$ cat src/rtl/plot_pkg.sv
package plot_pkg;

  // Strobes from the sequencer to the datapath
  typedef struct packed {
    logic load;   // capture the command into the datapath
    logic rd;     // issue a memory read
    logic wr;     // issue a memory write
    logic selB;   // current access targets plane 1
  } plot_strobe_t;

  typedef enum logic [2:0] {
    ST_IDLE = 3'd0,
    ST_RD_A = 3'd1,
    ST_WR_A = 3'd2,
    ST_RD_B = 3'd3,
    ST_WR_B = 3'd4
  } plot_state_e;

endpackage

$ cat src/rtl/plot_addr_map.sv
module plot_addr_map #(
  parameter int COLS   = 40,
  parameter int ROWS   = 7,
  parameter int CELL_W = 5
) (
  input  logic [$clog2(COLS)-1:0]                   x,
  input  logic [$clog2(ROWS)-1:0]                   y,
  output logic                                      inRange,
  output logic [$clog2(2*((COLS*ROWS+7)/8))-1:0]    byteAddr,
  output logic [2:0]                                bitPos
);
  localparam int X_W       = $clog2(COLS);
  localparam int Y_W       = $clog2(ROWS);
  localparam int NUM_CELLS = COLS / CELL_W;
  localparam int CELL_BITS = $clog2(NUM_CELLS + 1);
  localparam int IDX_W     = $clog2(COLS * ROWS);
  localparam int ADDR_W    = $clog2(2 * ((COLS * ROWS + 7) / 8));
  localparam int STRIDE    = NUM_CELLS * ROWS;

  logic [CELL_BITS-1:0] cellIdx;
  logic [X_W-1:0]       colInCell;
  logic [IDX_W-1:0]     linIdx;

  // Divide and modulo by the cell width through a threshold compare chain
  always_comb begin
    cellIdx = '0;
    for (int k = 1; k < NUM_CELLS; k++) begin
      if (x >= X_W'(k * CELL_W)) cellIdx = cellIdx + 1'b1;
    end
    colInCell = x - X_W'(X_W'(cellIdx) * X_W'(CELL_W));
  end

  always_comb begin
    linIdx   = IDX_W'(IDX_W'(cellIdx) * IDX_W'(ROWS))
             + IDX_W'(IDX_W'(colInCell) * IDX_W'(STRIDE))
             + IDX_W'(y);
    byteAddr = ADDR_W'(linIdx >> 3);
    bitPos   = linIdx[2:0];
    inRange  = (x <= X_W'(COLS - 1)) && (y <= Y_W'(ROWS - 1));
  end

endmodule

$ cat src/rtl/plot_ctrl.sv
module plot_ctrl
  import plot_pkg::*;
(
  input  logic         clk,
  input  logic         rstN,
  input  logic         cmdValid,
  input  logic         coordOk,
  output logic         cmdReady,
  output plot_strobe_t strobe
);
  plot_state_e state, stateNext;
  logic accept;

  assign cmdReady = (state == ST_IDLE);
  assign accept   = cmdValid && cmdReady;

  always_comb begin
    stateNext = state;
    unique case (state)
      ST_IDLE: if (accept && coordOk) stateNext = ST_RD_A;
      ST_RD_A: stateNext = ST_WR_A;
      ST_WR_A: stateNext = ST_RD_B;
      ST_RD_B: stateNext = ST_WR_B;
      ST_WR_B: stateNext = ST_IDLE;
      default: stateNext = ST_IDLE;
    endcase
  end

  always_ff @(posedge clk) begin
    if (!rstN) state <= ST_IDLE;
    else       state <= stateNext;
  end

  always_comb begin
    strobe.load = accept && coordOk;
    strobe.rd   = (state == ST_RD_A) || (state == ST_RD_B);
    strobe.wr   = (state == ST_WR_A) || (state == ST_WR_B);
    strobe.selB = (state == ST_RD_B) || (state == ST_WR_B);
  end

  // an accepted in-range command starts with a plane-0 read
  p_start_read_r4: assert property (@(posedge clk) disable iff (!rstN)
    (cmdValid && cmdReady && coordOk) |=> (strobe.rd && !strobe.selB && !cmdReady));

  // after the last write the block is ready again
  p_ready_after_r4: assert property (@(posedge clk) disable iff (!rstN)
    (strobe.wr && strobe.selB) |=> cmdReady);

  // each read is followed by a write in the same plane
  p_read_then_write_r4: assert property (@(posedge clk) disable iff (!rstN)
    strobe.rd |=> (strobe.wr && (strobe.selB == $past(strobe.selB))));

  // an out-of-range command leaves the block idle with no access
  p_drop_r7: assert property (@(posedge clk) disable iff (!rstN)
    (cmdValid && cmdReady && !coordOk) |=> (cmdReady && !strobe.rd && !strobe.wr));

endmodule

$ cat src/rtl/plot_datapath.sv
module plot_datapath
  import plot_pkg::*;
#(
  parameter int COLS   = 40,
  parameter int ROWS   = 7,
  parameter int CELL_W = 5
) (
  input  logic                                    clk,
  input  logic                                    rstN,
  input  plot_strobe_t                            strobe,
  input  logic [$clog2(COLS)-1:0]                 cmdX,
  input  logic [$clog2(ROWS)-1:0]                 cmdY,
  input  logic [1:0]                              cmdColor,
  output logic                                    coordOk,
  output logic                                    memEn,
  output logic                                    memWe,
  output logic [$clog2(2*((COLS*ROWS+7)/8))-1:0]  memAddr,
  output logic [7:0]                              memWdata,
  input  logic [7:0]                              memRdata
);
  localparam int PLANE_BYTES = (COLS * ROWS + 7) / 8;
  localparam int ADDR_W      = $clog2(2 * PLANE_BYTES);

  logic [ADDR_W-1:0] mapAddr, baseAddr;
  logic [2:0]        mapBit, bitPosR;
  logic [1:0]        colorR;
  logic [7:0]        bitMask;
  logic              newBit;

  plot_addr_map #(.COLS(COLS), .ROWS(ROWS), .CELL_W(CELL_W)) i_map (
    .x        (cmdX),
    .y        (cmdY),
    .inRange  (coordOk),
    .byteAddr (mapAddr),
    .bitPos   (mapBit)
  );

  always_ff @(posedge clk) begin
    if (!rstN) begin
      baseAddr <= '0;
      bitPosR  <= '0;
      colorR   <= '0;
    end else if (strobe.load) begin
      baseAddr <= mapAddr;
      bitPosR  <= mapBit;
      colorR   <= cmdColor;
    end
  end

  always_comb begin
    bitMask  = 8'd1 << bitPosR;
    newBit   = strobe.selB ? colorR[1] : colorR[0];
    memAddr  = strobe.selB ? baseAddr + ADDR_W'(PLANE_BYTES) : baseAddr;
    memWdata = (memRdata & ~bitMask) | (newBit ? bitMask : 8'd0);
    memEn    = strobe.rd || strobe.wr;
    memWe    = strobe.wr;
  end

  // every access lands inside the two planes
  p_addr_bound_r2: assert property (@(posedge clk) disable iff (!rstN)
    memEn |-> (memAddr < ADDR_W'(2 * PLANE_BYTES)));

  // an accepted pixel maps into plane 0
  p_map_plane0_r2: assert property (@(posedge clk) disable iff (!rstN)
    strobe.load |-> (mapAddr < ADDR_W'(PLANE_BYTES)));

  // the plane-1 read sits one plane above the plane-0 write
  p_plane_offset_r3: assert property (@(posedge clk) disable iff (!rstN)
    (strobe.wr && !strobe.selB) |=> (memAddr == $past(memAddr) + ADDR_W'(PLANE_BYTES)));

  // a write goes to the byte read in the cycle before
  p_rmw_same_addr_r5: assert property (@(posedge clk) disable iff (!rstN)
    (memEn && !memWe) |=> (memWe && memAddr == $past(memAddr)));

  // a write changes at most one bit of the byte read
  p_one_bit_r5: assert property (@(posedge clk) disable iff (!rstN)
    memWe |-> ($countones(memWdata ^ memRdata) <= 1));

endmodule

$ cat src/rtl/plot_writer.sv
module plot_writer
  import plot_pkg::*;
#(
  parameter int COLS   = 40,
  parameter int ROWS   = 7,
  parameter int CELL_W = 5
) (
  input  logic                                    clk,
  input  logic                                    rstN,
  input  logic                                    cmdValid,
  output logic                                    cmdReady,
  input  logic [$clog2(COLS)-1:0]                 cmdX,
  input  logic [$clog2(ROWS)-1:0]                 cmdY,
  input  logic [1:0]                              cmdColor,
  output logic                                    memEn,
  output logic                                    memWe,
  output logic [$clog2(2*((COLS*ROWS+7)/8))-1:0]  memAddr,
  output logic [7:0]                              memWdata,
  input  logic [7:0]                              memRdata
);
  plot_strobe_t strobe;
  logic         coordOk;

  plot_ctrl i_ctrl (
    .clk      (clk),
    .rstN     (rstN),
    .cmdValid (cmdValid),
    .coordOk  (coordOk),
    .cmdReady (cmdReady),
    .strobe   (strobe)
  );

  plot_datapath #(.COLS(COLS), .ROWS(ROWS), .CELL_W(CELL_W)) i_dp (
    .clk      (clk),
    .rstN     (rstN),
    .strobe   (strobe),
    .cmdX     (cmdX),
    .cmdY     (cmdY),
    .cmdColor (cmdColor),
    .coordOk  (coordOk),
    .memEn    (memEn),
    .memWe    (memWe),
    .memAddr  (memAddr),
    .memWdata (memWdata),
    .memRdata (memRdata)
  );

  // no memory access while reset is held
  p_quiet_reset_r1: assert property (@(posedge clk)
    !rstN |=> (!memEn && cmdReady));

endmodule

$ cat config.mk
export PLATFORM = sky130hd
export DESIGN_NAME = plot_writer
export DESIGN_NICKNAME = d
export VERILOG_FILES = /design/src/rtl/plot_pkg.sv /design/src/rtl/plot_addr_map.sv /design/src/rtl/plot_ctrl.sv /design/src/rtl/plot_datapath.sv /design/src/rtl/plot_writer.sv
export SDC_FILE = /design/constraint.sdc
export NUM_CORES = 1
export LEC_CHECK = 0
export BUFFER_PORTS_ARGS = -buffer_cell sky130_fd_sc_hd__buf_2
export CAP_MARGIN = 20
export CORE_MARGIN = 8
export CORE_UTILIZATION = 45
export CTS_CLUSTER_SIZE = 24
export DETAILED_ROUTE_END_ITERATION = 8
export PLACE_DENSITY = 0.7
export SYNTH_ARGS = -nofsm -noshare
export SYNTH_HDL_FRONTEND = slang
export SYNTH_SLANG_ARGS = --single-unit
export TNS_END_PERCENT = 30
$ cat constraint.sdc
create_clock -name clk -period 25.5 [get_ports clk]
set_clock_uncertainty 0.15 [all_clocks]
set_input_delay 1.275 -clock clk [delete_from_list [all_inputs] [get_ports clk]]
set_output_delay 1.275 -clock clk [all_outputs]
set_load 0.01 [all_outputs]
==> results.json, run 1 <==
{
  "hold_viol_final": 0,
  "cp_data_arrival_time_ns": 9.35,
  "startpoint_type": "input port",
  "setup_violations": 0,
  "start_util": 0.466,
  "fin_crit_ns": 9.31,
  "port-buffer-count": 39,
  "fin_nets": 427,
  "met1_usage": 0.152,
  "dp_hpwl_microns": 4760,
  "outcome": "finished clean",
  "grt_max_degree": 19,
  "crit_family": "adder cells",
  "rsz0062_at_grt": "false",
  "synth_top_area_share": 0.150,
  "yosys_warnings": 0,
  "wl_microns": 5540,
  "detail-route-antenna-nets": 0,
  "reg2reg_to": "i_dp.baseAddr[5]",
  "layout-drive-gt1-share": 0.175,
  "critPathKind": "input port to flop",
  "async_reset_ff_frac": 0,
  "crit_path_frequent_cell": "ha_1",
  "htreeDepth": 1,
  "use_met2": 0.241,
  "firstDrtPassIters": 4,
  "dieArea_sq_um": 8420,
  "fmax_ghz": 0.107,
  "grt_pass1_vias": 2204,
  "place.gp.congestion": 0.830,
  "grt_pass1_wl_microns": 9590,
  "maxCapViolations": 0,
  "synthTopCellsByArea": "ha_1, dfxtp_1, fa_1, xnor2_1, inv_1",
  "viasPerCell": 5.35,
  "cts_buffers": 3,
  "synth_most_common_cell": "inv_1",
  "drt_iter0_drc": 78,
  "clk_pin_slew_worst_paths_ns": 0.06,
  "ff2ff_path_depth": 7,
  "die_h_microns": 91.8,
  "diodes": 0,
  "finalMaxSlewViolations": 0,
  "rows": 27,
  "ys_ff_latch": 14,
  "holdPathEnd": "i_dp.colorR[0]",
  "clkLatencyLatePin_ns": 0.24,
  "ff2ff_setup_slack_ns": 23.65,
  "grtUsageTotal": 0.130,
  "syn-num-nets": 397,
  "holdPathStages": 2,
  "r2r_start": "i_ctrl.state[2]",
  "end_kind": "flop",
  "met3_usage": 0.0244,
  "synth_common_cells": "inv_1, nor2_1, ha_1, nand2_1, xnor2_1",
  "yosysSeqAreaShare": 0.108,
  "hp-start": "i_dp.colorR[0]",
  "setup_ws_ns": 16.19,
  "synth.distinct_cells": 56,
  "cts_hold_buf": 0,
  "yosys.area.top_type": "ha_1",
  "wl_per_cell_microns": 12.9,
  "stdcell_area_sq_um": 2850,
  "cts-resized-gates": 0,
  "vias": 2308,
  "antenna_found_initial": 0,
  "placedInstanceArea_sq_um": 2800,
  "gr-total-overflow": 0,
  "critical_path.max_fanout": 12,
  "tightest_slew_ns": 0.701,
  "crit_required_ns": 25.53,
  "die_width_microns": 91.8,
  "avgSynthCellArea_sq_um": 7.83,
  "syn_inst": 330,
  "critical_path.max_stage_delay_ns": 0.50,
  "fin_setup_tns_ns": 0,
  "finalCritPeriodShare": 0.365,
  "final_util": 0.514,
  "post_cts_buffers": 0,
  "fillCellCount": 544,
  "clock_sinks": 14,
  "synth_edf_count": 0,
  "synth-main-ff-cell": "dfxtp_1",
  "ctsRootBufferMaster": "clkbuf_8",
  "max_slew_margin": 0.520,
  "cts_tree": "built",
  "syn_to_final_growth_pct": 10.3,
  "place_ws_ns": 15.91,
  "slowest_stage": "fa_1",
  "min_path_type": "flop to flop",
  "core_sq_um": 5540,
  "grt_busiest_layer": "met2",
  "cts_buffer_depth": 2,
  "ios": 40,
  "remaining_drc_errors": 0,
  "syn_area_sq_um": 2580,
  "cp.buffers_inverters": 5
}
layout by cell type, fill, tap and decap left out, types with 3 or more instances in the layout:
cell type	netlist	layout
inv_1	39	39
buf_2	2	39
nor2_1	32	32
nand2_1	31	31
ha_1	31	31
xnor2_1	21	21
a21oi_1	20	20
fa_1	14	14
dfxtp_1	14	14
o21ai_0	10	10
nand3_1	10	10
mux2_2	9	9
xor2_1	8	8
nor3_1	6	6
a21o_1	6	6
o211ai_1	5	5
nand2b_1	4	4
a211oi_1	4	4
clkbuf_8	0	4
o21bai_1	3	3
nand4_1	3	3
or2_2	3	3
nor3b_1	3	3
worst reg2reg max path, delay by kind of cell (launching register included):
family	cells	cell delay [ns]
buffers and inverters	2	0.42
DFF	1	0.38
AOI/OAI and AO/OA	1	0.26
and+or+nand+nor	4	0.59
area by class of cell:
class,instances,area [sq um],share of cell area
Timing Repair Buffer,40,203,0.0711
Sequential cell,14,280,0.0983
Multi-Input combinational cell,262,2080,0.728
Tap cell,72,90.1,0.0316
Clock buffer,4,55.1,0.0193
Inverter,39,146,0.0514
kinds of logic after synthesis:
family / share of synthesized area
AO/OA/AOI/OAI: 0.193
XOR/XNOR: 0.0983
adder cells (fa/ha/maj): 0.259
buffers and inverters: 0.0881
flip-flops: 0.108
multiplexers: 0.0528
AND/OR/NAND/NOR: 0.201
metrics by stage:
stage,hold slack [ns],cells
floorplan,0.287,330
global placement,0.296,427
detailed placement,0.299,427
CTS,0.307,431
global route,0.325,431
finish,0.306,431
state kept, by name, summed over array words and instances (netlist names):
name           flops
i_dp.bitPosR       3
i_dp.colorR        2
i_dp.baseAddr      6
i_ctrl.state       3
metal layers:
layer,part of all wire,routed length [microns]
met5,0,0
met4,0.0031,17
met3,0.051,282
met2,0.49,2710
met1,0.46,2530
how the worst max path moves through the flow:
stage / slack, ns / cells past startpoint / from / endpoint
4_1_cts: 16.15 / 34 / cmdX[4] / i_dp.baseAddr[5]
5_1_grt: 15.67 / 34 / cmdX[4] / i_dp.baseAddr[5]
6_report: 16.19 / 34 / cmdX[4] / i_dp.baseAddr[5]
3_5_place_dp: 15.91 / 34 / cmdX[4] / i_dp.baseAddr[5]
3_3_place_gp: 16.17 / 34 / cmdX[4] / i_dp.baseAddr[5]
2_1_floorplan: 16.45 / 35 / cmdX[5] / i_dp.baseAddr[5]
Power of run 1 is left out: the tool's default activity adds up to more than one toggle a clock period on the data nets, which glitch-free logic cannot reach.
==> inputs of run 2 (changes only) <==
--- a/config.mk
+++ b/config.mk
@@ -5,6 +5,7 @@
 export SDC_FILE = /design/constraint.sdc
 export NUM_CORES = 1
 export LEC_CHECK = 0
+export ABC_AREA = 1
 export BUFFER_PORTS_ARGS = -buffer_cell sky130_fd_sc_hd__buf_2
 export CAP_MARGIN = 20
 export CORE_MARGIN = 8
==> constraint.sdc (replaced) <==
create_clock -name clk -period 9.7 [get_ports clk]
set_clock_uncertainty 0.15 [all_clocks]
set_input_delay 0.485 -clock clk [delete_from_list [all_inputs] [get_ports clk]]
set_output_delay 0.485 -clock clk [all_outputs]
set_load 0.01 [all_outputs]
==> run 2 against run 1 <==
Effect of this change:
- core utilization rose by 1.5 points
- critical path depth grew 13
- synthesized cell count grew 15%
- routed wire length is 0.72% lower
- hold slack improved by 0.013 ns
- clock-buffer cell count did not move
- worst setup slack worse by 14 ns
- first-iteration DRC count shrank 19%
- non-clock buffer count unchanged
- cell area grew 2.3%
- critical path type unchanged
==> results.json, run 2 <==
{
  "outcome": "finished clean",
  "cts_hold_buf": 0,
  "holdPathStages": 3,
  "die_width_microns": 91.7,
  "fmax_ghz": 0.125,
  "fillCellCount": 564,
  "regMostFlops": "i_dp.baseAddr",
  "maxCapViolations": 0,
  "ff2ff_path_depth": 6,
  "cp_data_arrival_time_ns": 7.98,
  "cts_buffers": 3,
  "drt_iter0_drc": 63,
  "grt_max_degree": 13,
  "r2r_start": "i_ctrl.state[0]",
  "clock_sinks": 14,
  "syn-num-nets": 447,
  "rsz0062_at_grt": "false",
  "clk_pin_slew_worst_paths_ns": 0.06,
  "layout_commonest_cell": "inv_1",
  "synthTopCellsByArea": "ha_1, inv_1, dfxtp_1, fa_1, nand2_1",
  "wl_per_cell_microns": 11.2,
  "diodes": 0,
  "place.gp.congestion": 0.840,
  "rows": 27,
  "tightest_slew_ns": 0.886,
  "vias": 2409,
  "wl_microns": 5500,
  "regArea_sq_um": 280,
  "clkLatencyLatePin_ns": 0.25,
  "cts-resized-gates": 0,
  "finalMaxSlewViolations": 0,
  "start_util": 0.468,
  "hold_viol_final": 0,
  "syn_inst": 380,
  "yosys.area.top_type": "ha_1",
  "port-buffer-count": 39,
  "detail-route-antenna-nets": 0,
  "synth_edf_count": 0,
  "reg_top3": "i_dp.baseAddr (6), i_ctrl.state (3), i_dp.bitPosR (3)",
  "critical_path.max_stage_delay_ns": 0.49,
  "syn_area_sq_um": 2580,
  "ctsRootBufferMaster": "clkbuf_8",
  "hold_ws_ns": 0.319,
  "die_h_microns": 91.7,
  "core_sq_um": 5510,
  "synth_most_common_cell": "inv_1",
  "cts_tree": "built",
  "grt_pass1_wl_microns": 9920,
  "ys_ff_latch": 14,
  "reg2reg_to": "i_dp.bitPosR[1]",
  "firstDrtPassIters": 4,
  "async_reset_ff_frac": 0,
  "ios": 40,
  "synth_top_area_share": 0.150,
  "crit_required_ns": 9.68,
  "viasPerCell": 4.89,
  "largest_register_ffs": 6,
  "ff2ff_setup_slack_ns": 8.07,
  "yosys_warnings": 0,
  "yosysSeqAreaShare": 0.109,
  "critPathKind": "input port to flop",
  "max_slew_margin": 0.403,
  "fin_setup_tns_ns": 0,
  "fin_crit_ns": 8.00,
  "gr-total-overflow": 0,
  "holdPathEnd": "i_dp.colorR[0]",
  "dp_hpwl_microns": 4960,
  "dieArea_sq_um": 8410,
  "slowest_stage": "fa_1",
  "grt_pass1_vias": 2468,
  "htreeDepth": 1,
  "hp-start": "cmdColor[0]",
  "antenna_found_initial": 0,
  "min_path_type": "input port to flop",
  "cts_buffer_depth": 2,
  "synth_common_cells": "inv_1, nand2_1, nand3_1",
  "post_cts_buffers": 0,
  "end_kind": "flop",
  "critical_path.max_fanout": 5,
  "synth-main-ff-cell": "dfxtp_1",
  "synth.distinct_cells": 35,
  "remaining_drc_errors": 0,
  "layout-drive-gt1-share": 0.211,
  "grtUsageTotal": 0.135,
  "fin_nets": 489,
  "multi_input_area_sq_um": 1990,
  "syn_to_final_growth_pct": 13.1,
  "finalCritPeriodShare": 0.825,
  "setup_violations": 0,
  "final_cell_mix": "inv_1, nand2_1, buf_2, nand3_1, ha_1",
  "startpoint_type": "input port",
  "avgSynthCellArea_sq_um": 6.79
}
-- run 2: worst max-delay path, delay by kind of cell --
kind	cells	cell delay, ns
AO/OA/AOI/OAI	4	0.71
XOR/XNOR	1	0.21
adder cells (fa/ha/maj)	9	3.32
buffers and inverters	12	1.12
AND/OR/NAND/NOR	21	2.12
-- run 2: layout make-up --
type / instances / share of cell area
timing repair buffer: 40 / 0.0695
clock buffer: 4 / 0.0189
multi-input combinational: 284 / 0.683
sequential: 14 / 0.0961
tap: 72 / 0.0309
inverter: 79 / 0.102
-- run 2: routing by layer --
metal	vias to the layer above	routed length, microns	track usage
met5	-	0	0
met4	0	50	0.0443
met3	8	244	0.0220
met2	38	2790	0.266
met1	1078	2420	0.140
li1	1285	-	-
-- run 2: worst max path at each step --
stage | start | endpoint | slack (ns) | cells after the start
after floorplan | cmdX[4] | i_dp.baseAddr[5] | 2.18 | 46
after global placement | cmdX[4] | i_dp.baseAddr[5] | 1.75 | 47
after detailed placement | cmdX[4] | i_dp.baseAddr[5] | 1.45 | 47
after CTS | cmdX[4] | i_dp.baseAddr[5] | 1.69 | 47
after global routing | cmdX[4] | i_dp.baseAddr[5] | 1.08 | 47
final | cmdX[4] | i_dp.baseAddr[5] | 1.70 | 47
-- run 2: per-stage QoR --
stage          area [sq um]  setup slack (ns)  utilization  std cells
4_1_cts                2920              1.69        0.529        493
3_5_place_dp           2860              1.45        0.519        489
6_report               2920              1.70        0.529        493
2_1_floorplan          2580              2.18            -        380
3_3_place_gp           2860              1.75        0.519        489
5_1_grt                2920              1.08        0.529        493
-- run 2: cell families after synthesis --
| group | Yosys count | share of synthesized area |
|---|---|---|
| buffers and inverters | 82 | 0.119 |
| adders and majority gates | 45 | 0.259 |
| and+or+nand+nor | 166 | 0.324 |
| DFF | 14 | 0.109 |
| xor gates and xnor gates | 20 | 0.0679 |
| AOI/OAI and AO/OA | 52 | 0.117 |
| muxes | 1 | 0.00388 |
Power of run 2 is left out for the same reason.
==> inputs of run 3 (changes only) <==
--- a/config.mk
+++ b/config.mk
@@ -12,7 +12,7 @@
 export CORE_UTILIZATION = 45
 export CTS_CLUSTER_SIZE = 24
 export DETAILED_ROUTE_END_ITERATION = 8
-export PLACE_DENSITY = 0.7
+export PLACE_DENSITY = 0.72
 export SYNTH_ARGS = -nofsm -noshare
 export SYNTH_HDL_FRONTEND = slang
 export SYNTH_SLANG_ARGS = --single-unit
==> constraint.sdc (replaced) <==
create_clock -name clk -period 6.6 [get_ports clk]
set_clock_uncertainty 0.15 [all_clocks]
set_input_delay 0.33 -clock clk [delete_from_list [all_inputs] [get_ports clk]]
set_output_delay 0.33 -clock clk [all_outputs]
set_load 0.01 [all_outputs]
==> run 3 against run 2 <==
Effect of this change:
- cell area is 19% higher
- die area unchanged
- hold slack got worse by 0.15 ns
- via count grew 8.8%
- register-to-register slack lost 3.1 ns
- clock-buffer cell count is the same
- core utilization increased by 10 points
==> results.json, run 3 (synthesis gave the netlist of run 2 again) <==
{
  "outcome": "finished clean",
  "vias": 2622,
  "wl_per_cell_microns": 11.9,
  "setup_violations": 0,
  "antenna_found_initial": 0,
  "die_width_microns": 91.7,
  "grt_pass1_wl_microns": 10600,
  "clock_sinks": 14,
  "remaining_drc_errors": 0,
  "critical_path.max_stage_delay_ns": 0.50,
  "reg_top3": "i_dp.baseAddr (6), i_ctrl.state (3), i_dp.bitPosR (3)",
  "rows": 27,
  "slowest_stage": "fa_1",
  "final_util": 0.631,
  "ios": 40,
  "diodes": 0,
  "layout-drive-gt1-share": 0.366,
  "largest_register_ffs": 6,
  "port-buffer-count": 39,
  "fin_nets": 533,
  "grt_pass1_vias": 2549,
  "final_cell_mix": "inv_1, nand2_1, buf_4, buf_2, nand3_1",
  "cp_data_arrival_time_ns": 6.37,
  "min_path_type": "input port to flop",
  "rsz0062_at_grt": "true",
  "start_util": 0.468,
  "fmax_ghz": 0.157,
  "ctsRootBufferMaster": "clkbuf_8",
  "drt_iter0_drc": 71,
  "regArea_sq_um": 280,
  "fillCellCount": 511,
  "gr-total-overflow": 0,
  "fin_crit_ns": 6.39,
  "layout_commonest_cell": "inv_1",
  "finalCritPeriodShare": 0.968,
  "wl_met3_microns": 297,
  "critical_path.max_fanout": 4,
  "startpoint_type": "input port",
  "tightest_slew_ns": 0.514,
  "wl_microns": 6380,
  "wl_met2_microns": 3280,
  "die_h_microns": 91.7,
  "cts_tree": "built",
  "syn_to_final_growth_pct": 34.6,
  "wl_met1_microns": 2780,
  "viasPerCell": 4.88,
  "dp_hpwl_microns": 5320,
  "crit_required_ns": 6.58,
  "cts_buffer_depth": 2,
  "fin_setup_tns_ns": 0,
  "cts_hold_buf": 0,
  "finalMaxSlewViolations": 0,
  "critPathKind": "input port to flop",
  "max_slew_margin": 0.655,
  "place_ws_ns": -0.297,
  "htreeDepth": 1,
  "maxCapViolations": 0,
  "firstDrtPassIters": 4,
  "topRoutingLayerUsed": "met4",
  "setup_ws_ns": 0.211,
  "detail-route-antenna-nets": 0,
  "hold_viol_final": 0,
  "clkLatencyLatePin_ns": 0.24,
  "grtUsageTotal": 0.146,
  "regMostFlops": "i_dp.baseAddr",
  "dieArea_sq_um": 8410,
  "core_sq_um": 5510,
  "multi_input_area_sq_um": 2200,
  "cts_buffers": 3,
  "end_kind": "flop",
  "place.gp.congestion": 0.824,
  "clk_pin_slew_worst_paths_ns": 0.06,
  "grt_max_degree": 13
}
run 3: worst paths after layout:
check | slack (ns) | depth (start not counted) | end | startpoint
hold reg to reg | 0.33 | 1 | i_ctrl.state[1] | i_ctrl.state[2]
hold / removal | 0.17 | 3 | i_dp.colorR[1] | cmdColor[1]
setup / recovery | 0.21 | 47 | i_dp.baseAddr[5] | cmdX[4]
setup reg to reg | 4.95 | 6 | i_dp.bitPosR[2] | i_ctrl.state[1]
run 3: layout make-up:
cell class | count | area share
Multi-Input combinational cell | 284 | 0.632
Clock buffer | 4 | 0.0159
Sequential cell | 14 | 0.0807
Timing Repair Buffer | 84 | 0.158
Inverter | 79 | 0.0868
Tap cell | 72 | 0.0259
run 3: repair_timing:
action,4_1_cts,5_1_grt
endpoints found under the hold margin,0,0
endpoints found under the setup margin,1,2
gates resized for setup,3,28
buffers inserted,0,5
pin swaps,0,23
run 3: layer usage:
layer	track usage	up-vias
met5	0	-
met4	0.0201	0
met3	0.0302	4
met2	0.287	39
met1	0.158	1200
li1	-	1379
run 3: through the flow:
step / cell area [sq um] / instances / hold slack [ns]
floorplan: 2690 / 380 / 0.293
global placement: 3260 / 528 / 0.313
detailed placement: 3260 / 528 / 0.323
CTS: 3320 / 532 / 0.167
global route: 3470 / 537 / 0.187
finish: 3470 / 537 / 0.173
run 3: critical path, delay by kind of cell:
| family | cells | cell delay (ns) |
|---|---|---|
| xor gates and xnor gates | 1 | 0.19 |
| buffers and inverters | 12 | 0.68 |
| adders and majority gates | 9 | 2.96 |
| AOI/OAI and AO/OA | 4 | 0.31 |
| and+or+nand+nor | 21 | 1.88 |
Power of run 3 is left out for the same reason.
